`src/rtl/fll_pkg.sv`:
```
package fll_pkg;
  // Width able to hold a count value up to twice the target.
  function automatic int cnt_width(input int target);
    return $clog2(2 * target + 1);
  endfunction

  // Width of a counter that must reach the value n.
  function automatic int upto_width(input int n);
    return (n < 2) ? 1 : $clog2(n + 1);
  endfunction
endpackage

```
`src/rtl/fll_ref_edge.sv`:
```
module fll_ref_edge #(
  parameter int SYNC_STAGES = 2
) (
  input  logic clk,
  input  logic rst_n,
  input  logic ref_in,
  output logic rise
);
  logic [SYNC_STAGES:0] chain;

  genvar g;
  generate
    for (g = 0; g <= SYNC_STAGES; g++) begin : g_stage
      if (g == 0) begin : g_first
        always_ff @(posedge clk or negedge rst_n)
          if (!rst_n) chain[0] <= 1'b0;
          else        chain[0] <= ref_in;
      end else begin : g_next
        always_ff @(posedge clk or negedge rst_n)
          if (!rst_n) chain[g] <= 1'b0;
          else        chain[g] <= chain[g-1];
      end
    end
  endgenerate

  // The last stage only serves edge detection.
  assign rise = chain[SYNC_STAGES-1] & ~chain[SYNC_STAGES];
endmodule

```
`src/rtl/fll_window.sv`:
```
module fll_window #(
  parameter int REFS  = 8,
  parameter int CNT_W = 12
) (
  input  logic             clk,
  input  logic             rst_n,
  input  logic             en,
  input  logic             rise,
  output logic             done,
  output logic [CNT_W-1:0] count
);
  import fll_pkg::*;
  localparam int EW = upto_width(REFS);
  localparam logic [CNT_W-1:0] CNT_MAX = '1;

  logic             armed;
  logic [EW-1:0]    edges;
  logic [CNT_W-1:0] cyc;
  logic [CNT_W-1:0] cyc_inc;

  assign cyc_inc = (cyc == CNT_MAX) ? cyc : cyc + 1'b1;

  always_ff @(posedge clk or negedge rst_n) begin
    if (!rst_n) begin
      armed <= 1'b0;
      edges <= '0;
      cyc   <= '0;
      done  <= 1'b0;
      count <= '0;
    end else begin
      done <= 1'b0;
      if (!en) begin
        armed <= 1'b0;
        edges <= '0;
        cyc   <= '0;
      end else if (rise) begin
        if (!armed) begin
          armed <= 1'b1;
          edges <= '0;
          cyc   <= CNT_W'(1);
        end else if (edges == EW'(REFS - 1)) begin
          done  <= 1'b1;
          count <= cyc;
          edges <= '0;
          cyc   <= CNT_W'(1);
        end else begin
          edges <= edges + 1'b1;
          cyc   <= cyc_inc;
        end
      end else if (armed) begin
        cyc <= cyc_inc;
      end
    end
  end
endmodule

```
`src/rtl/fll_integ.sv`:
```
module fll_integ #(
  parameter int TUNE_W = 9,
  parameter int CNT_W  = 12,
  parameter int ERR_W  = 14,
  parameter int TARGET = 1200,
  parameter int SHIFT  = 2,
  parameter int MID    = 256
) (
  input  logic                    clk,
  input  logic                    rst_n,
  input  logic                    en,
  input  logic                    done,
  input  logic [CNT_W-1:0]        count,
  output logic [TUNE_W-1:0]       tune,
  output logic signed [ERR_W-1:0] err
);
  localparam logic signed [ERR_W-1:0] TOP = ERR_W'((1 << TUNE_W) - 1);

  logic signed [ERR_W-1:0] step;
  logic signed [ERR_W-1:0] sum;

  always_comb begin
    err  = $signed(ERR_W'(TARGET)) - $signed(ERR_W'(count));
    step = err >>> SHIFT;
    sum  = $signed(ERR_W'(tune)) + step;
  end

  always_ff @(posedge clk or negedge rst_n) begin
    if (!rst_n)
      tune <= TUNE_W'(MID);
    else if (en && done) begin
      if (sum < 0)        tune <= '0;
      else if (sum > TOP) tune <= TOP[TUNE_W-1:0];
      else                tune <= sum[TUNE_W-1:0];
    end
  end
endmodule

```
`src/rtl/fll_lock.sv`:
```
module fll_lock #(
  parameter int ERR_W = 14,
  parameter int TOL   = 12,
  parameter int WINS  = 4
) (
  input  logic                    clk,
  input  logic                    rst_n,
  input  logic                    en,
  input  logic                    done,
  input  logic signed [ERR_W-1:0] err,
  output logic                    ready
);
  import fll_pkg::*;
  localparam int SW = upto_width(WINS);
  localparam logic signed [ERR_W-1:0] HI = ERR_W'(TOL);
  localparam logic signed [ERR_W-1:0] LO = -HI;

  logic [SW-1:0] streak;
  logic          in_band;

  assign in_band = (err <= HI) && (err >= LO);
  assign ready   = (streak == SW'(WINS));

  always_ff @(posedge clk or negedge rst_n) begin
    if (!rst_n)
      streak <= '0;
    else if (!en)
      streak <= '0;
    else if (done) begin
      if (!in_band)   streak <= '0;
      else if (!ready) streak <= streak + 1'b1;
    end
  end
endmodule

```
`src/rtl/fll_tune_ctrl.sv`:
```
module fll_tune_ctrl #(
  parameter int TUNE_W    = 9,
  parameter int RATIO     = 150,
  parameter int WIN_REFS  = 8,
  parameter int ERR_SHIFT = 2,
  parameter int LOCK_TOL  = 12,
  parameter int LOCK_WINS = 4,
  parameter int SYNC      = 2
) (
  input  logic              clk_fast,
  input  logic              rst_n,
  input  logic              ref_clk,
  input  logic              fll_en,
  output logic [TUNE_W-1:0] tune,
  output logic              clk_ready
);
  import fll_pkg::*;
  localparam int TARGET = RATIO * WIN_REFS;
  localparam int CNT_W  = cnt_width(TARGET);
  localparam int ERR_W  = ((CNT_W > TUNE_W) ? CNT_W : TUNE_W) + 2;
  localparam int MID    = 1 << (TUNE_W - 1);

  logic                    ref_rise;
  logic                    win_done;
  logic [CNT_W-1:0]        win_count;
  logic signed [ERR_W-1:0] win_err;

  fll_ref_edge #(.SYNC_STAGES(SYNC)) u_sync (
    .clk(clk_fast), .rst_n(rst_n), .ref_in(ref_clk), .rise(ref_rise)
  );

  fll_window #(.REFS(WIN_REFS), .CNT_W(CNT_W)) u_win (
    .clk(clk_fast), .rst_n(rst_n), .en(fll_en), .rise(ref_rise),
    .done(win_done), .count(win_count)
  );

  fll_integ #(
    .TUNE_W(TUNE_W), .CNT_W(CNT_W), .ERR_W(ERR_W),
    .TARGET(TARGET), .SHIFT(ERR_SHIFT), .MID(MID)
  ) u_integ (
    .clk(clk_fast), .rst_n(rst_n), .en(fll_en), .done(win_done),
    .count(win_count), .tune(tune), .err(win_err)
  );

  fll_lock #(.ERR_W(ERR_W), .TOL(LOCK_TOL), .WINS(LOCK_WINS)) u_lock (
    .clk(clk_fast), .rst_n(rst_n), .en(fll_en), .done(win_done),
    .err(win_err), .ready(clk_ready)
  );
endmodule

```
`config.mk`:
```
export PLATFORM = sky130hd
export DESIGN_NAME = fll_tune_ctrl
export DESIGN_NICKNAME = d
export VERILOG_FILES = /design/src/rtl/fll_pkg.sv /design/src/rtl/fll_ref_edge.sv /design/src/rtl/fll_window.sv /design/src/rtl/fll_integ.sv /design/src/rtl/fll_lock.sv /design/src/rtl/fll_tune_ctrl.sv
export SDC_FILE = /design/constraint.sdc
export NUM_CORES = 1
export LEC_CHECK = 0
export ABC_AREA = 1
export CORE_MARGIN = 1.5
export CORE_UTILIZATION = 30
export CTS_CLUSTER_SIZE = 25
export DETAILED_ROUTE_END_ITERATION = 8
export DONT_BUFFER_PORTS = 1
export PLACE_DENSITY = 0.49
export SETUP_SLACK_MARGIN = 0.5
export SLEW_MARGIN = 20
export SYNTH_ARGS = -nofsm -noshare
export SYNTH_HDL_FRONTEND = slang
export SYNTH_SLANG_ARGS = --single-unit
```
`constraint.sdc`:
```
create_clock -name clk_fast -period 3.1 [get_ports clk_fast]
set_input_delay 0.62 -clock clk_fast [delete_from_list [all_inputs] [get_ports clk_fast]]
set_output_delay 0.62 -clock clk_fast [all_outputs]
set_load 0.01 [all_outputs]
```
==> metrics <==
post-route insts no fill ~550; vias in the first global route roughly 2600; die width 102 µm; Fin. Hold Viols 0; Least-Margin Pin Slew just over 0.5 ns; critical path startpoint category flop; syn nets approximately 420; Post-synth top cells 107 x nand2_1, 44 x dfrtp_1, 41 x nor2_1; Core ar. about 9400 µm²; number of warning messages in the yosys log 0; final core utilization 0.393; dpl hpwl 4920 µm; Clk Latency, worst-skew pair around 0.30 ns; maximum vdd ir drop 178 µV; io pins 14; largest family of logic cells by synthesized area simple AND/OR/NAND/NOR gates; clock root cell clkbuf_8; full die area roughly 10000 µm²; WP data required between 3 and 4 ns; final WL a little over 7000 µm; post-synthesis sequential area ratio 0.384; global-route wire length before repair around 12000 µm; Placement Cell Area roughly 3100 µm²; worst-path maximum fanout 8; Final period util 0.836; final worst slack around 0.51 ns; Synth Area in Simple Gates 0.316; Synth cell types 39; flop-to-flop setup slack 0.51 ns; Antenna Cells 0; GR Util All Layers 0.147; initial antenna violation count 0; Post-Syn Area around 2900 µm²; Synth Register Bits 45; Vias/cell 4.70; Nets 442; CP endpoint kind flop; RR Startpoint u_win.count[1]$_DFFE_PN0P_; RR Endpoint u_integ.tune[8]$_DFFE_PN1P_; Die Y just over 100 µm; skew final roughly 0.0067 ns; Setup TNS Final 0 ns; Power Total ~1.0 mW; Max Cap Viol 0; IO Port Bufs 0; most frequent cell after synthesis nand2_1; Iter 0 DRT Violations between 90 and 100; clock tree buffer depth 2; status finished, final reports clean; Final setup viols 0; leakage around 1.6 nW; Critical Path AT 2.84 ns; mux share of post-synthesis cell area 0; largest net degree at the start of global routing 33; Rows 35; slew margin rel. 0.659; antenna viol nets, final 0; Mapped Cells approximately 390; PD cells ~280 nW/µm²; min cycle time layout 2.59 ns; drt first pass iters 4; clock transition at the registers of the reported paths ~0.1 ns; clk sinks between 40 and 50; Min Hold Slack ~0.15 ns; critical path class reg2reg; Final Max Slew Viols 0; global route overflow 0; initial core utilization 0.313; CTS tree built; cells on worst reg2reg path 14; vias 2588; asr flop ratio synth 1.00; mean area per synthesized cell 7.45 µm²; Main synth FF type dfrtp_1; Compound-Gate Fraction of Synth Area 0.121; Synth area leader dfrtp_1; worst hold path type in2async; Placed Cells 521; DRC Markers 0; routability-driven placement congestion ratio 0.836; Inserted Clock Buffers 5; post-place setup slack around 0.14 ns; number of synthesized flops with an enable pin 0; area of the multi-input gates between 1500 and 2000 µm²; post-route cell area ~3700 µm²; max frequency around 0.39 GHz; wire per inst roughly 13 µm; area grow syn2layout 25.5%; Yosys top cell area share 0.375; Synth area leaders dfrtp_1 38%, nand2_1 14%, ha_1 6.8%; Synth Area in XOR/XNOR 0.0388; Fill cells approximately 980; layout cells sized above 1 0.249; Seq. cell area ~1100 µm²; RSZ-0062 raised after global routing yes; Post-Synth Adder-Cell Area 0.0750; H-Tree Level Count 2
[registers in the layout (all words and copies together), names as in the netlist]
signal	count
u_win.count	12
u_win.edges	4
u_lock.streak	3
u_win.done	1
u_sync.chain	3
u_integ.tune	9
u_win.cyc	12
u_win.armed	1
[worst max path at each step]
stage | from | end | slack [ns] | depth (start not counted)
2_1_floorplan | u_win.count[0]$_DFFE_PN0P_ | u_integ.tune[1]$_DFFE_PN0P_ | 0.53 | 15
3_3_place_gp | u_win.count[0]$_DFFE_PN0P_ | u_integ.tune[0]$_DFFE_PN0P_ | 0.18 | 15
3_5_place_dp | u_win.count[0]$_DFFE_PN0P_ | u_integ.tune[0]$_DFFE_PN0P_ | 0.14 | 15
4_1_cts | u_win.count[1]$_DFFE_PN0P_ | u_integ.tune[0]$_DFFE_PN0P_ | 0.49 | 15
5_1_grt | u_win.count[1]$_DFFE_PN0P_ | u_integ.tune[3]$_DFFE_PN0P_ | 0.35 | 21
6_report | u_win.count[1]$_DFFE_PN0P_ | u_integ.tune[8]$_DFFE_PN1P_ | 0.51 | 14
[worst max-delay path: stages, from the launching register on]
cell,delay (ns)
dfrtp_1,0.43
inv_2,0.09
ha_4,0.19
xor2_4,0.16
inv_2,0.06
ha_4,0.16
fa_2,0.35
nand3_2,0.07
nand2_2,0.06
a21o_1,0.18
a21oi_2,0.19
nand4_1,0.24
nand2_4,0.20
o21ai_1,0.07
nand2_1,0.07
[cells in the final DEF, fill, tap and decap left out, types with 2 or more instances in the layout]
cell type / n
nor2_4: 6
nand3_1: 27
inv_1: 32
nor3_1: 6
nor2_1: 40
o22ai_1: 5
nand2_2: 18
nand3_2: 5
buf_4: 18
a21oi_1: 12
nand2_4: 5
o32ai_1: 2
clkbuf_8: 6
o31ai_1: 2
xor2_1: 9
o21ai_1: 9
ha_1: 5
clkinv_1: 2
a21oi_4: 2
ha_4: 10
xnor2_1: 3
dfrtp_1: 43
dlygate4sd3_1: 3
a21oi_2: 6
o21ai_2: 4
o21ai_0: 12
nand2_1: 94
nand4_1: 4
inv_2: 12
[cell type report]
class,instances,share of cell area
timing repair buffer,22,0.0503
tap,129,0.0438
clock buffer,6,0.0224
clock inverter,2,0.00442
sequential,45,0.306
inverter,46,0.0469
multi-input combinational,301,0.526
[report_power, final]
| group | internal [mW] | total [mW] | switching, mW |
|---|---|---|---|
| logic | 0.0125 | 0.0432 | 0.0307 |
| registers | 0.592 | 0.597 | 0.00483 |
| clock network | 0.184 | 0.408 | 0.224 |
| total | 0.789 | 1.05 | 0.259 |
[repair_timing]
item | in CTS | in global routing
pin swaps | 12 | 24
setup endpoints to repair | 9 | 9
buffers inserted | 10 | 7
gates resized for setup | 22 | 42
endpoints found under the hold margin | 32 | 1
hold buffers | 3 | 1
gates cloned | 1 | 0
[logic make-up (layout without fill, tap and decap cells)]
group           count (synthesis)  count (layout)
buf+inv                        49              76
compound gates                 60              61
xor+xnor                       13              13
flops                          45              45
simple gates                  210             210
fa+ha+maj                      17              17
[metal layers]
layer / share of wire / track usage
met5: 0 / 0
met2: 0.48 / 0.258
met1: 0.47 / 0.187
met4: 0.021 / 0.0432
met3: 0.026 / 0.0246
Power figures use the tool's default switching activity.
